--- src/rtl/guard_timer_pkg.sv ---
package guard_timer_pkg;
  localparam int DATA_W   = 8;
  localparam int SEL_W    = 3;
  localparam int NUM_TAPS = 1 << SEL_W;
  localparam int ADDR_W   = 2;

  // field positions in the control registers
  localparam int MODE_BIT = 6;
  localparam int EN_BIT   = 5;
  localparam int FLAG_BIT = 7;
  localparam int RSTE_BIT = 6;
  localparam int RSTS_BIT = 5;

  typedef enum logic [ADDR_W-1:0] {
    REG_CTRL  = 2'd0,
    REG_COUNT = 2'd1,
    REG_RSTC  = 2'd2
  } reg_sel_e;

  // divider bit whose rising edge gives the tick for each select code
  function automatic int tap_bit(input int code);
    case (code)
      0:       return 0;
      1:       return 5;
      2:       return 6;
      3:       return 8;
      4:       return 10;
      5:       return 12;
      6:       return 14;
      default: return 16;
    endcase
  endfunction
endpackage

--- src/rtl/gt_prescaler.sv ---
module gt_prescaler
  import guard_timer_pkg::*;
#(
  parameter int PRE_W = 17
) (
  input  logic             clk,
  input  logic             rst,
  input  logic [SEL_W-1:0] sel_i,
  output logic             tick_o
);
  logic [PRE_W-1:0]    div_q;
  logic [NUM_TAPS-1:0] tap_tick;

  always_ff @(posedge clk) begin
    if (rst) div_q <= '0;
    else     div_q <= div_q + 1'b1;
  end

  // a tap fires when its bit is set and every lower bit is clear,
  // i.e. in the cycle right after that bit rose
  for (genvar g = 0; g < NUM_TAPS; g++) begin : g_tap
    localparam int B = tap_bit(g);
    localparam logic [PRE_W-1:0] LOW_MASK = PRE_W'((64'd1 << B) - 64'd1);
    assign tap_tick[g] = div_q[B] && ((div_q & LOW_MASK) == '0);
  end

  assign tick_o = tap_tick[sel_i];
endmodule

--- src/rtl/gt_counter.sv ---
module gt_counter #(
  parameter int W = 8
) (
  input  logic         clk,
  input  logic         rst,
  input  logic         en_i,
  input  logic         tick_i,
  input  logic         load_i,
  input  logic [W-1:0] load_val_i,
  output logic [W-1:0] cnt_o,
  output logic         wrap_o
);
  logic [W-1:0] cnt_q;

  always_ff @(posedge clk) begin
    if (rst || !en_i)  cnt_q <= '0;
    else if (load_i)   cnt_q <= load_val_i;
    else if (tick_i)   cnt_q <= cnt_q + 1'b1;
  end

  assign cnt_o  = cnt_q;
  assign wrap_o = en_i && tick_i && !load_i && (cnt_q == '1);
endmodule

--- src/rtl/gt_status.sv ---
module gt_status
  import guard_timer_pkg::*;
(
  input  logic              clk,
  input  logic              rst,
  input  logic              wd_event_i,
  input  logic              wr_i,
  input  logic              rd_i,
  input  logic [DATA_W-1:0] wdata_i,
  output logic              flag_o,
  output logic              rst_en_o,
  output logic              rst_sel_o
);
  logic flag_q, seen_q, rst_en_q, rst_sel_q;
  logic clear_ok, flag_d;

  assign clear_ok = wr_i && !wdata_i[FLAG_BIT] && seen_q;
  assign flag_d   = wd_event_i || (flag_q && !clear_ok);

  always_ff @(posedge clk) begin
    if (rst) begin
      flag_q    <= 1'b0;
      seen_q    <= 1'b0;
      rst_en_q  <= 1'b0;
      rst_sel_q <= 1'b0;
    end else begin
      flag_q <= flag_d;
      seen_q <= flag_d && (seen_q || (rd_i && flag_q));
      if (wr_i) begin
        rst_en_q  <= wdata_i[RSTE_BIT];
        rst_sel_q <= wdata_i[RSTS_BIT];
      end
    end
  end

  assign flag_o    = flag_q;
  assign rst_en_o  = rst_en_q;
  assign rst_sel_o = rst_sel_q;
endmodule

--- src/rtl/guard_timer.sv ---
module guard_timer
  import guard_timer_pkg::*;
#(
  parameter int PRE_W = 17
) (
  input  logic              clk,
  input  logic              rst,
  input  logic              wr_en_i,
  input  logic              rd_en_i,
  input  logic [ADDR_W-1:0] addr_i,
  input  logic [DATA_W-1:0] wdata_i,
  output logic [DATA_W-1:0] rdata_o,
  output logic              irq_o,
  output logic              wdt_ovf_o,
  output logic              rst_req_o,
  output logic              rst_type_o
);
  logic             mode_q, en_q;
  logic [SEL_W-1:0] sel_q;
  logic             tick, wrap, cnt_load;
  logic [DATA_W-1:0] cnt_val;
  logic             stat_flag, stat_rst_en, stat_rst_sel;
  logic             wr_ctrl, wr_cnt, wr_rstc, rd_rstc;
  logic             irq_q, ovf_q, rreq_q;
  logic [DATA_W-1:0] rdata_q;

  assign wr_ctrl  = wr_en_i && (addr_i == REG_CTRL);
  assign wr_cnt   = wr_en_i && (addr_i == REG_COUNT);
  assign wr_rstc  = wr_en_i && (addr_i == REG_RSTC);
  assign rd_rstc  = rd_en_i && (addr_i == REG_RSTC);
  assign cnt_load = wr_cnt && en_q;

  always_ff @(posedge clk) begin
    if (rst) begin
      mode_q <= 1'b0;
      en_q   <= 1'b0;
      sel_q  <= '0;
    end else if (wr_ctrl) begin
      mode_q <= wdata_i[MODE_BIT];
      en_q   <= wdata_i[EN_BIT];
      sel_q  <= wdata_i[SEL_W-1:0];
    end
  end

  gt_prescaler #(.PRE_W(PRE_W)) u_pre (
    .clk    (clk),
    .rst    (rst),
    .sel_i  (sel_q),
    .tick_o (tick)
  );

  gt_counter #(.W(DATA_W)) u_cnt (
    .clk        (clk),
    .rst        (rst),
    .en_i       (en_q),
    .tick_i     (tick),
    .load_i     (cnt_load),
    .load_val_i (wdata_i),
    .cnt_o      (cnt_val),
    .wrap_o     (wrap)
  );

  gt_status u_stat (
    .clk        (clk),
    .rst        (rst),
    .wd_event_i (wrap && mode_q),
    .wr_i       (wr_rstc),
    .rd_i       (rd_rstc),
    .wdata_i    (wdata_i),
    .flag_o     (stat_flag),
    .rst_en_o   (stat_rst_en),
    .rst_sel_o  (stat_rst_sel)
  );

  always_ff @(posedge clk) begin
    if (rst) begin
      irq_q  <= 1'b0;
      ovf_q  <= 1'b0;
      rreq_q <= 1'b0;
    end else begin
      irq_q  <= wrap && !mode_q;
      ovf_q  <= wrap && mode_q;
      rreq_q <= wrap && mode_q && stat_rst_en;
    end
  end

  always_ff @(posedge clk) begin
    if (rst) begin
      rdata_q <= '0;
    end else if (rd_en_i) begin
      case (addr_i)
        REG_CTRL:  rdata_q <= {1'b0, mode_q, en_q, 2'b11, sel_q};
        REG_COUNT: rdata_q <= cnt_val;
        REG_RSTC:  rdata_q <= {stat_flag, stat_rst_en, stat_rst_sel, 5'b11111};
        default:   rdata_q <= '0;
      endcase
    end
  end

  assign rdata_o    = rdata_q;
  assign irq_o      = irq_q;
  assign wdt_ovf_o  = ovf_q;
  assign rst_req_o  = rreq_q;
  assign rst_type_o = stat_rst_sel;
endmodule

--- config.mk ---
export PLATFORM = sky130hd
export DESIGN_NAME = guard_timer
export DESIGN_NICKNAME = d
export VERILOG_FILES = /design/src/rtl/guard_timer_pkg.sv /design/src/rtl/gt_prescaler.sv /design/src/rtl/gt_counter.sv /design/src/rtl/gt_status.sv /design/src/rtl/guard_timer.sv
export SDC_FILE = /design/constraint.sdc
export NUM_CORES = 1
export LEC_CHECK = 0
export CORE_AREA = 2 2 66 68
export DETAILED_ROUTE_END_ITERATION = 8
export DIE_AREA = 0 0 68 70
export HOLD_SLACK_MARGIN = 0.08
export PLACE_DENSITY_LB_ADDON = 0.15
export SLEW_MARGIN = 10
export SYNTH_ARGS = -nofsm -noshare
export SYNTH_HDL_FRONTEND = slang
export SYNTH_SLANG_ARGS = --single-unit
export TNS_END_PERCENT = 20
--- constraint.sdc ---
create_clock -name clk -period 2.4 [get_ports clk]
set_clock_uncertainty 0.15 [all_clocks]
set_input_delay 0.36 -clock clk [delete_from_list [all_inputs] [get_ports clk]]
set_output_delay 0.36 -clock clk [all_outputs]
set_load 0.05 [all_outputs]
==> metrics.txt <==
slew margin rel. 0.671; share of the yosys chip area belonging to registers 0.422; synth cell count leaders dfxtp_1, nor2_1, nand2_1; # hold bufs at CTS 0; first-pass GRT wire length 7690 µm; Worst Hold Class reg2reg; # DRC 0; number of DRC markers in iteration 0 72; per-cell routed wire length 14.0 µm; pin count of the biggest net entering global routing 30; Leakage Power 0.865 nW; num rows 24; total CTS buffers 5; Max Slew Vio Count 0; Longest Clk Path Bufs 2; CP required 2.48 ns; worst r2r src u_pre.div_q[0]$_SDFF_PP0_; f_max 457 MHz; status finished, final reports clean; maxcap violations 0; hpwl dp 3270 µm; layout cells sized above 1 0.0876; Core Area 4140 µm²; Synth async-reset ratio 0; worst r2r path cells 8; internal power 1.04 mW; critical path type reg2reg; worst hold stages 2; Worst VDD drop 0.324 mV; Root Buffer clkbuf_8; Reg area 901 µm²; GPL Wtd Cong 0.859; Die X 68 µm; P_sw 0.371 mW; share of the synthesized area in the top cell type 0.422; final worst-path cycle share 0.911; endpoints failing setup 0; GRT Util Overall 0.214; I/O pin count 26; cell taking the most area after synthesis dfxtp_1; CP Capture Type flip-flop; hold_sp u_stat.seen_q$_SDFF_PP0_; final WL 4570 µm; Post-Syn Area 2130 µm²; switching part of the total power 0.264; final hold vios 0; Critical Path Fanout Max 9; # clock sinks 45; Antenna diodes 0; drt first pass iters 7; Die H 70 µm; via count 1787; Synth-to-Final Area Change 19.2%; Overflow after GRT 0; setup bufs post-CTS 0; Starting Density 0.515; Endpoint, Worst Hold u_stat.seen_q$_SDFF_PP0_; synthesized instance count 246; Worst-Margin Slew 0.493 ns; power density cells 553 nW/µm²; port buffer count 25; RSZ-0062 raised after global routing false; # fillers 401; Synth area leaders dfxtp_1, nor2_1, xor2_1, mux2i_1, nand2_1; worst reg2reg endpoint u_cnt.cnt_o[2]$_SDFFE_PP0P_; top-count cell post-synth dfxtp_1; Post-DRT Antenna Nets 0; Synth Area per Inst 8.68 µm²; clock slew at reported path FFs 0.09 ns; clock insertion delay at the later pin of the skew report 0.31 ns; vias per cell 5.48; Combinational Power Share 0.110; crit path time final 2.19 ns; post-synth cell types 41; Worst R2R Setup Slack 0.21 ns; CTS H-tree depth 2; Die Area 4760 µm²; ys flop type dfxtp_1; crit path launch type flip-flop; clock network power share 0.336; number of global-route vias before repair 1735; multi-input gate area in the final layout 1160 µm²; Syn Nets 263; Final Util 0.614; YS warnings 0; CTS tree done; sequential power share 0.553; post-cts sizing count 0; Total Negative Setup Slacks 0 ns; Nets 290; antenna violations before repair 0; Post-synth EDFFs 0; Data arrival, critical path 2.26 ns; synthesized flop and latch total 45
[critical path, cell delays in order (launching register included)]
cell and delay, ns:
dfxtp_1 0.44, inv_1 0.07, ha_1 0.19, nor4b_4 0.14
o2111ai_1 0.18, a31oi_4 0.21, or2_2 0.36, mux2_2 0.27
o22ai_1 0.11
[cell families after synthesis]
| group | share of synthesized area |
|---|---|
| simple gates | 0.261 |
| flops | 0.422 |
| compound gates | 0.142 |
| xor+xnor | 0.0821 |
| buf+inv | 0.0375 |
| mux | 0.0381 |
| fa+ha+maj | 0.0176 |
[power by group through the flow]
| stage | sequential (mW) | clock (mW) | combinational [mW] |
|---|---|---|---|
| finish | 0.779 | 0.473 | 0.155 |
| floorplan | 0.819 | 0 | 0.0667 |
| CTS | 0.779 | 0.485 | 0.155 |
| detailed placement | 0.796 | 0 | 0.153 |
| global placement | 0.795 | 0 | 0.153 |
| global route | 0.782 | 0.517 | 0.168 |
[state kept, by name (all words and copies together), names as in the netlist]
register,flops
mode_q,1
rdata_o,8
u_stat.rst_sel_o,1
rst_req_o,1
wdt_ovf_o,1
sel_q,3
irq_o,1
en_q,1
u_pre.div_q,17
u_stat.rst_en_o,1
u_stat.seen_q,1
u_stat.flag_o,1
u_cnt.cnt_o,8
[layer usage]
layer / GRT usage / vias to the layer above / wire length [µm]
li1: - / 907 / -
met1: 0.248 / 850 / 2070
met2: 0.365 / 22 / 2290
met3: 0.0580 / 8 / 135
met4: 0.0844 / 0 / 80
met5: 0 / - / 0
[cell type report]
| type | count | area share |
|---|---|---|
| Multi-Input combinational cell | 181 | 0.457 |
| Clock inverter | 3 | 0.00836 |
| Inverter | 10 | 0.0148 |
| Sequential cell | 45 | 0.354 |
| Timing Repair Buffer | 30 | 0.113 |
| Clock buffer | 5 | 0.0271 |
| Tap cell | 52 | 0.0256 |
[worst max-delay path by stage]
stage,startpoint,end,slack [ns],cells after the start
after floorplan,u_pre.div_q[0]$_SDFF_PP0_,u_cnt.cnt_o[2]$_SDFFE_PP0P_,0.43,8
after global placement,u_pre.div_q[0]$_SDFF_PP0_,u_stat.seen_q$_SDFF_PP0_,0.22,8
after detailed placement,u_pre.div_q[0]$_SDFF_PP0_,u_stat.seen_q$_SDFF_PP0_,0.20,8
after CTS,u_pre.div_q[0]$_SDFF_PP0_,u_stat.seen_q$_SDFF_PP0_,0.17,8
after global routing,u_pre.div_q[0]$_SDFF_PP0_,u_cnt.cnt_o[4]$_SDFFE_PP0P_,0.03,8
final,u_pre.div_q[0]$_SDFF_PP0_,u_cnt.cnt_o[2]$_SDFFE_PP0P_,0.21,8
[stage by stage]
stage | hold slack (ns) | worst slack, ns | cell area (µm²) | cells | power [mW]
2_1_floorplan | 0.274 | 0.428 | 2130 | 246 | 0.886
5_1_grt | 0.338 | 0.0273 | 2540 | 326 | 1.47
3_5_place_dp | 0.302 | 0.200 | 2440 | 318 | 0.949
6_report | 0.316 | 0.214 | 2540 | 326 | 1.41
3_3_place_gp | 0.294 | 0.221 | 2440 | 318 | 0.948
4_1_cts | 0.316 | 0.173 | 2530 | 326 | 1.42
[cell usage in the layout, fill, tap and decap left out, types with 2 or more instances in the layout]
cell type	synthesis	routed
dfxtp_1	45	45
nor2_1	37	37
clkdlybuf4s50_1	0	25
nand2_1	17	17
xor2_1	14	14
o21ai_0	12	12
nand3_1	11	11
a21oi_1	11	11
inv_1	10	10
nor2b_1	7	7
nand4_1	7	7
nor3_1	7	7
mux2i_1	7	7
xnor2_1	6	6
clkbuf_8	0	5
buf_4	1	5
and3_1	4	4
o2111ai_1	4	4
o311ai_0	4	4
o22ai_1	3	3
nand2b_1	3	3
ha_1	3	3
nor4bb_1	2	2
or2_2	2	2
nand3b_1	2	2
and2_1	2	2
a211oi_1	2	2
Power figures use the tool's default switching activity.
